`config.mk`:
```
export PLATFORM = sky130hd
export DESIGN_NAME = card_init_seq
export DESIGN_NICKNAME = d
export VERILOG_FILES = /design/src/rtl/card_init_pkg.sv /design/src/rtl/card_init_dp.sv /design/src/rtl/card_init_ctrl.sv /design/src/rtl/card_init_seq.sv
export SDC_FILE = /design/constraint.sdc
export NUM_CORES = 1
export LEC_CHECK = 0
export BUFFER_PORTS_ARGS = -buffer_cell sky130_fd_sc_hd__buf_4
export CORE_AREA = 5 5 78 80
export CTS_BUF_LIST = sky130_fd_sc_hd__clkbuf_8 sky130_fd_sc_hd__clkbuf_16
export CTS_CLUSTER_SIZE = 28
export DETAILED_ROUTE_END_ITERATION = 8
export DIE_AREA = 0 0 83 85
export PLACE_DENSITY = 0.79
export SLEW_MARGIN = 10
export SYNTH_ARGS = -nofsm -noshare
export SYNTH_HDL_FRONTEND = slang
export SYNTH_SLANG_ARGS = --single-unit
export TNS_END_PERCENT = 10
```
`constraint.sdc`:
```
create_clock -name clk -period 2.5 [get_ports clk]
set_input_delay 0.25 -clock clk [delete_from_list [all_inputs] [get_ports clk]]
set_output_delay 0.25 -clock clk [all_outputs]
set_load 0.005 [all_outputs]
```
`src/rtl/card_init_pkg.sv`:
```
`timescale 1ns/1ps
package card_init_pkg;

  typedef enum logic [3:0] {
    S_IDLE, S_OFF, S_RAMP, S_SETTLE, S_BURST,
    S_C0, S_C0W, S_C8, S_C8W, S_C55, S_C55W,
    S_A41, S_A41W, S_C11, S_C11W, S_DONE
  } seqState_t;

  typedef enum logic [1:0] {
    ERR_NONE    = 2'd0,
    ERR_IFCOND  = 2'd1,
    ERR_NEGOT   = 2'd2,
    ERR_VSWITCH = 2'd3
  } errCode_t;

  // strobes from control to datapath
  typedef struct packed {
    logic     tmrClr;
    logic     attClr;
    logic     attInc;
    logic     latchOcr;
    logic     clrStatus;
    logic     setDone;
    errCode_t errVal;
  } dpCtl_t;

  localparam logic [5:0]  IDX_GO_IDLE = 6'd0;
  localparam logic [5:0]  IDX_IF_COND = 6'd8;
  localparam logic [5:0]  IDX_VSWITCH = 6'd11;
  localparam logic [5:0]  IDX_OP_COND = 6'd41;
  localparam logic [5:0]  IDX_APP     = 6'd55;
  localparam logic [31:0] IF_COND_ARG = 32'h0000_01AA;
  localparam logic [31:0] OP_COND_ARG = 32'h41FF_8000;

endpackage

```
`src/rtl/card_init_dp.sv`:
```
`timescale 1ns/1ps
module card_init_dp
  import card_init_pkg::*;
#(
  parameter int TMR_W       = 8,
  parameter int ATT_W       = 4,
  parameter int RETRY_LIMIT = 8
) (
  input  logic             clk,
  input  logic             rstN,
  input  dpCtl_t           ctl,
  input  logic             ocrCcs,
  input  logic             ocrS18,
  output logic [TMR_W-1:0] tmrVal,
  output logic             attLast,
  output logic             done,
  output errCode_t         errCode,
  output logic             highCap,
  output logic             lowVoltOk
);

  localparam logic [ATT_W-1:0] ATT_LAST = ATT_W'(RETRY_LIMIT - 1);

  logic [ATT_W-1:0] attCnt;

  // free-running saturating interval timer
  always_ff @(posedge clk or negedge rstN) begin
    if (!rstN)                 tmrVal <= '0;
    else if (ctl.tmrClr)       tmrVal <= '0;
    else if (tmrVal != '1)     tmrVal <= tmrVal + 1'b1;
  end

  // failed-attempt counter for negotiation
  always_ff @(posedge clk or negedge rstN) begin
    if (!rstN)               attCnt <= '0;
    else if (ctl.attClr)     attCnt <= '0;
    else if (ctl.attInc)     attCnt <= attCnt + 1'b1;
  end

  assign attLast = (attCnt == ATT_LAST);

  // result and card status
  always_ff @(posedge clk or negedge rstN) begin
    if (!rstN) begin
      done      <= 1'b0;
      errCode   <= ERR_NONE;
      highCap   <= 1'b0;
      lowVoltOk <= 1'b0;
    end else begin
      if (ctl.clrStatus) begin
        done      <= 1'b0;
        errCode   <= ERR_NONE;
        highCap   <= 1'b0;
        lowVoltOk <= 1'b0;
      end
      if (ctl.latchOcr) begin
        highCap   <= ocrCcs;
        lowVoltOk <= ocrS18;
      end
      if (ctl.setDone) begin
        done    <= 1'b1;
        errCode <= ctl.errVal;
      end
    end
  end

endmodule

```
`src/rtl/card_init_ctrl.sv`:
```
`timescale 1ns/1ps
module card_init_ctrl
  import card_init_pkg::*;
#(
  parameter int TMR_W         = 8,
  parameter int OFF_CYCLES    = 20,
  parameter int STABLE_CYCLES = 10,
  parameter int BURST_LEN     = 148
) (
  input  logic             clk,
  input  logic             rstN,
  input  logic             startReq,
  input  logic             supplyGood,
  input  logic             rspValid,
  input  logic             rspTimeout,
  input  logic             rspReady,
  input  logic             rspS18,
  input  logic [11:0]      rspEcho,
  input  logic [TMR_W-1:0] tmrVal,
  input  logic             attLast,
  input  errCode_t         errCode,
  output dpCtl_t           ctl,
  output logic             supplyOn,
  output logic             clkEn,
  output logic             divSlow,
  output logic             cmdValid,
  output logic [5:0]       cmdIndex,
  output logic [31:0]      cmdArg,
  output logic             busy
);

  localparam logic [TMR_W-1:0] OFF_LAST    = TMR_W'(OFF_CYCLES - 1);
  localparam logic [TMR_W-1:0] SETTLE_LAST = TMR_W'(STABLE_CYCLES - 1);
  localparam logic [TMR_W-1:0] BURST_LAST  = TMR_W'(BURST_LEN - 1);

  seqState_t st, nxt;
  logic      attFail;

  always_ff @(posedge clk or negedge rstN) begin
    if (!rstN) st <= S_IDLE;
    else       st <= nxt;
  end

  always_comb begin
    nxt     = st;
    ctl     = '0;
    attFail = 1'b0;
    case (st)
      S_IDLE, S_DONE: if (startReq) begin
        nxt = S_OFF; ctl.tmrClr = 1'b1; ctl.clrStatus = 1'b1;
      end
      S_OFF:    if (tmrVal == OFF_LAST) nxt = S_RAMP;
      S_RAMP:   if (supplyGood) begin nxt = S_SETTLE; ctl.tmrClr = 1'b1; end
      S_SETTLE: if (tmrVal == SETTLE_LAST) begin nxt = S_BURST; ctl.tmrClr = 1'b1; end
      S_BURST:  if (tmrVal == BURST_LAST) nxt = S_C0;
      S_C0:     nxt = S_C0W;
      S_C0W:    if (rspValid || rspTimeout) nxt = S_C8;
      S_C8:     nxt = S_C8W;
      S_C8W: begin
        if (rspTimeout || (rspValid && rspEcho != IF_COND_ARG[11:0])) begin
          nxt = S_DONE; ctl.setDone = 1'b1; ctl.errVal = ERR_IFCOND;
        end else if (rspValid) begin
          nxt = S_C55; ctl.attClr = 1'b1;
        end
      end
      S_C55:    nxt = S_C55W;
      S_C55W: begin
        if (rspTimeout)    attFail = 1'b1;
        else if (rspValid) nxt = S_A41;
      end
      S_A41:    nxt = S_A41W;
      S_A41W: begin
        if (rspValid && rspReady) begin
          ctl.latchOcr = 1'b1;
          if (rspS18) nxt = S_C11;
          else begin nxt = S_DONE; ctl.setDone = 1'b1; ctl.errVal = ERR_NONE; end
        end else if (rspValid || rspTimeout) begin
          attFail = 1'b1;
        end
      end
      S_C11:    nxt = S_C11W;
      S_C11W: begin
        if (rspTimeout) begin
          nxt = S_DONE; ctl.setDone = 1'b1; ctl.errVal = ERR_VSWITCH;
        end else if (rspValid) begin
          nxt = S_DONE; ctl.setDone = 1'b1; ctl.errVal = ERR_NONE;
        end
      end
      default: nxt = S_IDLE;
    endcase
    if (attFail) begin
      if (attLast) begin
        nxt = S_DONE; ctl.setDone = 1'b1; ctl.errVal = ERR_NEGOT;
      end else begin
        nxt = S_C55; ctl.attInc = 1'b1;
      end
    end
  end

  assign supplyOn = !(st inside {S_IDLE, S_OFF});
  assign clkEn    = !(st inside {S_IDLE, S_OFF, S_RAMP, S_SETTLE});
  assign busy     = !(st inside {S_IDLE, S_DONE});
  assign divSlow  = !(st == S_DONE && errCode == ERR_NONE);
  assign cmdValid = st inside {S_C0, S_C8, S_C55, S_A41, S_C11};

  always_comb begin
    cmdIndex = IDX_GO_IDLE;
    cmdArg   = '0;
    case (st)
      S_C8:  begin cmdIndex = IDX_IF_COND; cmdArg = IF_COND_ARG; end
      S_C55: cmdIndex = IDX_APP;
      S_A41: begin cmdIndex = IDX_OP_COND; cmdArg = OP_COND_ARG; end
      S_C11: cmdIndex = IDX_VSWITCH;
      default: ;
    endcase
  end

endmodule

```
`src/rtl/card_init_seq.sv`:
```
`timescale 1ns/1ps
module card_init_seq
  import card_init_pkg::*;
#(
  parameter int OFF_CYCLES    = 100000,
  parameter int STABLE_CYCLES = 100000,
  parameter int SLOW_DIV      = 250,
  parameter int BURST_CLKS    = 74,
  parameter int RETRY_LIMIT   = 4000
) (
  input  logic        clk,
  input  logic        rstN,
  input  logic        startReq,
  input  logic        supplyGood,
  input  logic        rspValid,
  input  logic        rspTimeout,
  input  logic [31:0] rspArg,
  output logic        supplyOn,
  output logic        clkEn,
  output logic        divSlow,
  output logic        cmdValid,
  output logic [5:0]  cmdIndex,
  output logic [31:0] cmdArg,
  output logic        busy,
  output logic        done,
  output logic [1:0]  errCode,
  output logic        highCap,
  output logic        lowVoltOk
);

  localparam int BURST_LEN = BURST_CLKS * SLOW_DIV;
  localparam int WAIT_MAX  = (OFF_CYCLES > STABLE_CYCLES) ? OFF_CYCLES : STABLE_CYCLES;
  localparam int TMR_MAX   = (WAIT_MAX > BURST_LEN) ? WAIT_MAX : BURST_LEN;
  localparam int TMR_W     = $clog2(TMR_MAX + 1);
  localparam int ATT_W     = $clog2(RETRY_LIMIT + 1);

  dpCtl_t           ctl;
  logic [TMR_W-1:0] tmrVal;
  logic             attLast;
  errCode_t         errState;
  logic             unusedRspBits;

  assign unusedRspBits = ^{rspArg[29:25], rspArg[23:12]};
  assign errCode       = errState;

  card_init_ctrl #(
    .TMR_W(TMR_W), .OFF_CYCLES(OFF_CYCLES),
    .STABLE_CYCLES(STABLE_CYCLES), .BURST_LEN(BURST_LEN)
  ) ctrlInst (
    .clk(clk), .rstN(rstN), .startReq(startReq), .supplyGood(supplyGood),
    .rspValid(rspValid), .rspTimeout(rspTimeout),
    .rspReady(rspArg[31]), .rspS18(rspArg[24]), .rspEcho(rspArg[11:0]),
    .tmrVal(tmrVal), .attLast(attLast), .errCode(errState), .ctl(ctl),
    .supplyOn(supplyOn), .clkEn(clkEn), .divSlow(divSlow),
    .cmdValid(cmdValid), .cmdIndex(cmdIndex), .cmdArg(cmdArg), .busy(busy)
  );

  card_init_dp #(
    .TMR_W(TMR_W), .ATT_W(ATT_W), .RETRY_LIMIT(RETRY_LIMIT)
  ) dpInst (
    .clk(clk), .rstN(rstN), .ctl(ctl),
    .ocrCcs(rspArg[30]), .ocrS18(rspArg[24]),
    .tmrVal(tmrVal), .attLast(attLast), .done(done), .errCode(errState),
    .highCap(highCap), .lowVoltOk(lowVoltOk)
  );

endmodule

```
* After elaboration in Yosys (flattened, before gate mapping) *
Cells that the tools add are included.

word-level totals
  register bits after elaboration = 38
  output and inout bits = 48

operators by class
  equality and inequality tests = 31
  muxes and demuxes = 53
  reductions and logical operators = 21
  add/subtract/negate cells = 2

operator list
  operator                 number
  $pmux W31 S2             1
  $pmux W4 S15             1
  $mux W4                  14
  $mux W17                 2
  $eq A4 B4 Y1 const B     8
  $mux W12                 2
  $mux W3                  8
  $pmux W6 S4              1
  $mux W1                  18
  $add A17 B1 Y17 const B  1
  $eq A17 B15 Y1 const B   1
  $eq A17 B17 Y1 const B   1
  $ne A17 B17 Y1 const B   1
  $eq A4 B3 Y1 const B     4
  $ne A3 B1 Y1 const B     5
  $add A12 B1 Y12 const B  1
  $eq A12 B12 Y1 const B   1
  $ne A12 B9 Y1 const B    1
  $ne A3 B2 Y1 const B     4
  $reduce_bool A2 Y1       6
  $reduce_and A11 Y1       1
  $pmux W3 S3              1
  $eq A4 B2 Y1 const B     2
  $mux W2                  3
  13 further kinds         19

* Longest topological paths before layout *
  depth in word-level cells = 8
  gate-level depth with buffers = 12
  mapped depth without buffers = 11

* Cells and area by module *
From an unflattened synthesis, not the netlist that was laid out.

unflattened totals
  cell total of the unflattened synthesis = 287
  area total of the unflattened synthesis = 2591.2 um^2

by module, submodules not included
  module          instances  cells an instance  area each (um^2)
  card_init_dp    1          162                1655.3
  card_init_ctrl  1          125                935.9

* Worst setup path before layout *
OpenSTA, ideal clock, no wires.

  path type = reg-to-reg
  start = register dpInst.tmrVal[0]
  end = register dpInst.tmrVal[9]
  data arrival time = 2155 ps
  stages on the path, launching flop included = 12
  setup slack = 223 ps
  clock period less this slack = 2277 ps
  setup time = 121 ps
  required time = 2379 ps
  cells stage by stage = dfrtp_1 > ha_1 > nand4_1 > or2_2 > nor3_1 > ha_1 > clkbuf_1 > nand4b_1 > nor2_1 > and3_1 > xnor2_1 > nor2_1

between the ends
  longest elaborated chain between the ends = 4
  elaborated cells between the ends (all ways) = 8
  those cells by class = add/sub (1); eq/ne (2); mux (4); reduce/logical (1)

ends and longest elaborated chain
  what                                                     RTL line            source
  start: declaration                                       card_init_dp.sv:14  output logic [TMR_W-1:0] tmrVal,
  start signal: assignment                                 card_init_dp.sv:30  else if (tmrVal != '1) tmrVal <= tmrVal + 1'b1;
  branches (longest 4 deep; another with $add A17 B1 Y17)  n/a

Parallel ways; which one is timed is not known. The select of a mux whose other input is x is not followed.
A chain may end at the register's enable or synchronous reset.

* Worst setup path in the final report *
  start = register dpInst.tmrVal[0]
  end = register dpInst.tmrVal[15]

Same word-level chain as after synthesis.

==> reports/qor.yml <==
run_status:
  status: "complete, no violations"
pwr:
  p_leak_nw: 1.42
  cellPowerDensity_nw_per_um2: 912
  power_mw: 2.80
  pwr-share-seq_pct: 34.3
  power_switching_mw: 1.08
  internal-power_mw: 1.72
  vdd_drop_max_mv: 0.485
  switching_share_pct: 38.6
  p_comb_share_pct: 46.7
  clkPwrFrac_pct: 19.0
clocking:
  clock-sinks: 38
  root_buffer: "clkbuf_8"
  clkTransAtPathRegs_ps: 80
  postCtsSetupBuffers: 0
  h-tree-depth: 2
  cts_max_path_buffers: 2
  worst_skew_pair.late_latency_ps: 290
  tritoncts: "done"
  cts_inserted_buffers: 5
floorplan:
  die_y_um: 85
  ios: 86
  core_um2: 5340
  die_area_um2: 7060
  start_util_pct: 49.2
  rows: 27
  die_x_um: 83
final_layout:
  fillers: 483
  antenna_cells: 0
  multi_input_area_um2: 1440
  fin_util_pct: 57.6
  drive_gt1_share_pct: 23.6
  nets: 384
  seq_area_um2: 951
  syn2layout_area_growth_pct: 17.2
synthesis:
  synthTopCellsByArea: "dfrtp_1, buf_4, nor2_1"
  synth_edf_count: 0
  yosysSeqAreaShare_pct: 36.2
  synth-seq-cells: 38
  ys.flop_type: "dfrtp_1"
  synthCells: 297
  synth_area_um2: 2620
  synthArstFlopShare_pct: 100
  synth_top_area_cell: "dfrtp_1"
  synth.distinct_cells: 54
  netlist.area_leader.share_pct: 36.2
  synth.avg_cell_area_um2: 8.83
  yosys_warnings: 0
critical_path:
  crit_path_start_kind: "flip-flop"
  slowest_stage: "dfrtp_1"
  worstPathMaxFanout: 4
  crit_path_max_incr_delay_ps: 430
  cp-end-kind: "flip-flop"
  crit_required_ps: 2690
  cp_cell_sequence: "ha_1 > nand4_1 > or2_2 > nor3_1 > ha_1 > nand4b_1 > nor2_2 > nand3_1 > nor2_1 > xnor2_1 > nor2_1"
  path_class: "flip-flop to flip-flop"
  arrival_ps: 2450
sta:
  setup_tns_ps: 0
  worst_slew_pin_slew_ps: 567
  rsz0062_at_grt: "no"
  fin_crit_sh_pct: 90.4
  fin_crit_ps: 2260
  final.setup.worst_slack_ps: 240
  slew_headroom_pct: 61.2
  fmax_mhz: 442
  hold_violations: 0
  drv_slew: 0
  fin_hold_ws_ps: 148
  fin_worst_skew_ps: 7.13
  setup_viol: 0
route:
  num_vias: 2287
  drcViolationCount: 0
  wire_per_inst_um: 14.2
  ant_nets: 0
  vias_per_cell: 5.51
  first_iter_violations: 98
  wirelength_mm: 5.89
  first_pass_iters: 5
run:
  max_cap_viol_count: 0
placement:
  hpwl_mm: 4.42
  place.gp.congestion: 0.908
  port_buffers: 52
  dp_slack_ps: 187
global_route:
  grt-ovfl-total: 0
  grt_antenna_before_repair: 0
  grt_use_total_pct: 16.9
  grt_pass1_wl_mm: 10.0
  grt_pass1_vias: 2186
  grt_max_degree: 39
worst_hold_path:
  hold_class: "input port to flip-flop"
==> logic make-up after synthesis <==
kind of cell,Yosys count,synth area share (%)
compound gates,25,7.49
mux,5,1.91
fa+ha+maj,4,1.91
buf+inv,42,11.2
simple gates,159,33.4
other cells,1,0.143
flops,38,36.2
xor+xnor,23,7.68
==> registers in the layout, summed over array words and instances (netlist names) <==
register          cells
dpInst.done           1
dpInst.attCnt        12
dpInst.highCap        1
dpInst.lowVoltOk      1
dpInst.tmrVal        17
ctrlInst.st           4
dpInst.errCode        2
==> area by class of cell <==
type                    count  share of cell area, %
multi-input cells         232                   46.7
flip-flops and latches     38                   30.9
repair buffers             63                   15.5
well taps                  72                   2.93
clock buffers               5                   2.24
clock inverters             3                   1.46
inverters                   2                  0.244
==> routing by layer <==
| layer | vias to the layer above | GRT usage [%] | wire length, µm |
|---|---|---|---|
| li1 | 1094 | - | - |
| met1 | 1087 | 19.4 | 2440 |
| met2 | 91 | 29.7 | 2900 |
| met3 | 15 | 5.34 | 442 |
| met4 | 0 | 5.65 | 103 |
| met5 | - | 0 | 0 |
==> cells in the final DEF, fill, tap and decap left out, types with 5 or more instances in the layout <==
cell / count
nand4_1: 8
conb_1: 16
xor2_1: 10
mux2i_1: 5
nand2_1: 28
and3_1: 10
dfrtp_1: 38
nand3_1: 19
nor2_1: 37
clkbuf_8: 5
nand2b_1: 6
nor4_1: 8
buf_4: 62
xnor2_1: 13
==> cells in the mapped netlist (3+ instances only) <==
cell,n
a21oi_1,3
and2_1,3
and3_1,10
buf_4,32
clkbuf_1,5
dfrtp_1,38
ha_1,4
mux2i_1,5
nand2_1,28
nand2b_1,6
nand3_1,19
nand4_1,8
nand4b_1,4
nor2_1,38
nor2b_1,4
nor4_1,8
nor4b_1,4
o211ai_1,4
o21ai_0,4
or3_1,3
or4_1,4
xnor2_1,13
xor2_1,10
==> power groups by stage <==
stage          clock network [mW]  logic (mW)  registers, mW
3_3_place_gp                    0        1.27          0.962
5_1_grt                     0.565        1.47          0.993
6_report                    0.532        1.31          0.962
4_1_cts                     0.542        1.32          0.959
3_5_place_dp                    0        1.31          0.970
2_1_floorplan                   0       0.962          0.892
==> stage by stage <==
step / cells / area (µm²)
after global placement: 406 / 2950
after CTS: 415 / 3070
final: 415 / 3080
after floorplan: 312 / 2680
after global routing: 415 / 3080
after detailed placement: 406 / 2950
==> worst max-delay path: cells and delay by family (launching register included) <==
kind | cells | cell delay, ps
AND/OR/NAND/NOR | 8 | 1160
flip-flops | 1 | 430
XOR/XNOR | 1 | 130
adder cells (fa/ha/maj) | 2 | 420
==> path summary, 6_finish.rpt <==
path / slack, ps / to / cells past startpoint / startpoint
worst max-delay path: 240 / dpInst.tmrVal[15] / 11 / dpInst.tmrVal[0]
worst min-delay path: 150 / dpInst.highCap / 3 / rspArg[30]
worst max register to register: 240 / dpInst.tmrVal[15] / 11 / dpInst.tmrVal[0]
worst min register to register: 490 / dpInst.done / 1 / dpInst.done
max in group asynchronous: 1710 / dpInst.attCnt[9] / 2 / rstN
min in group asynchronous: 450 / dpInst.attCnt[6] / 2 / rstN
==> repair_timing <==
item / in CTS / in global routing
setup endpoints to repair: 0 / 2
endpoints found under the hold margin: 38 / 0
resized for setup: 0 / 1
hold buffers: 1 / 0
No activity file was read; power rests on OpenSTA's default activity.
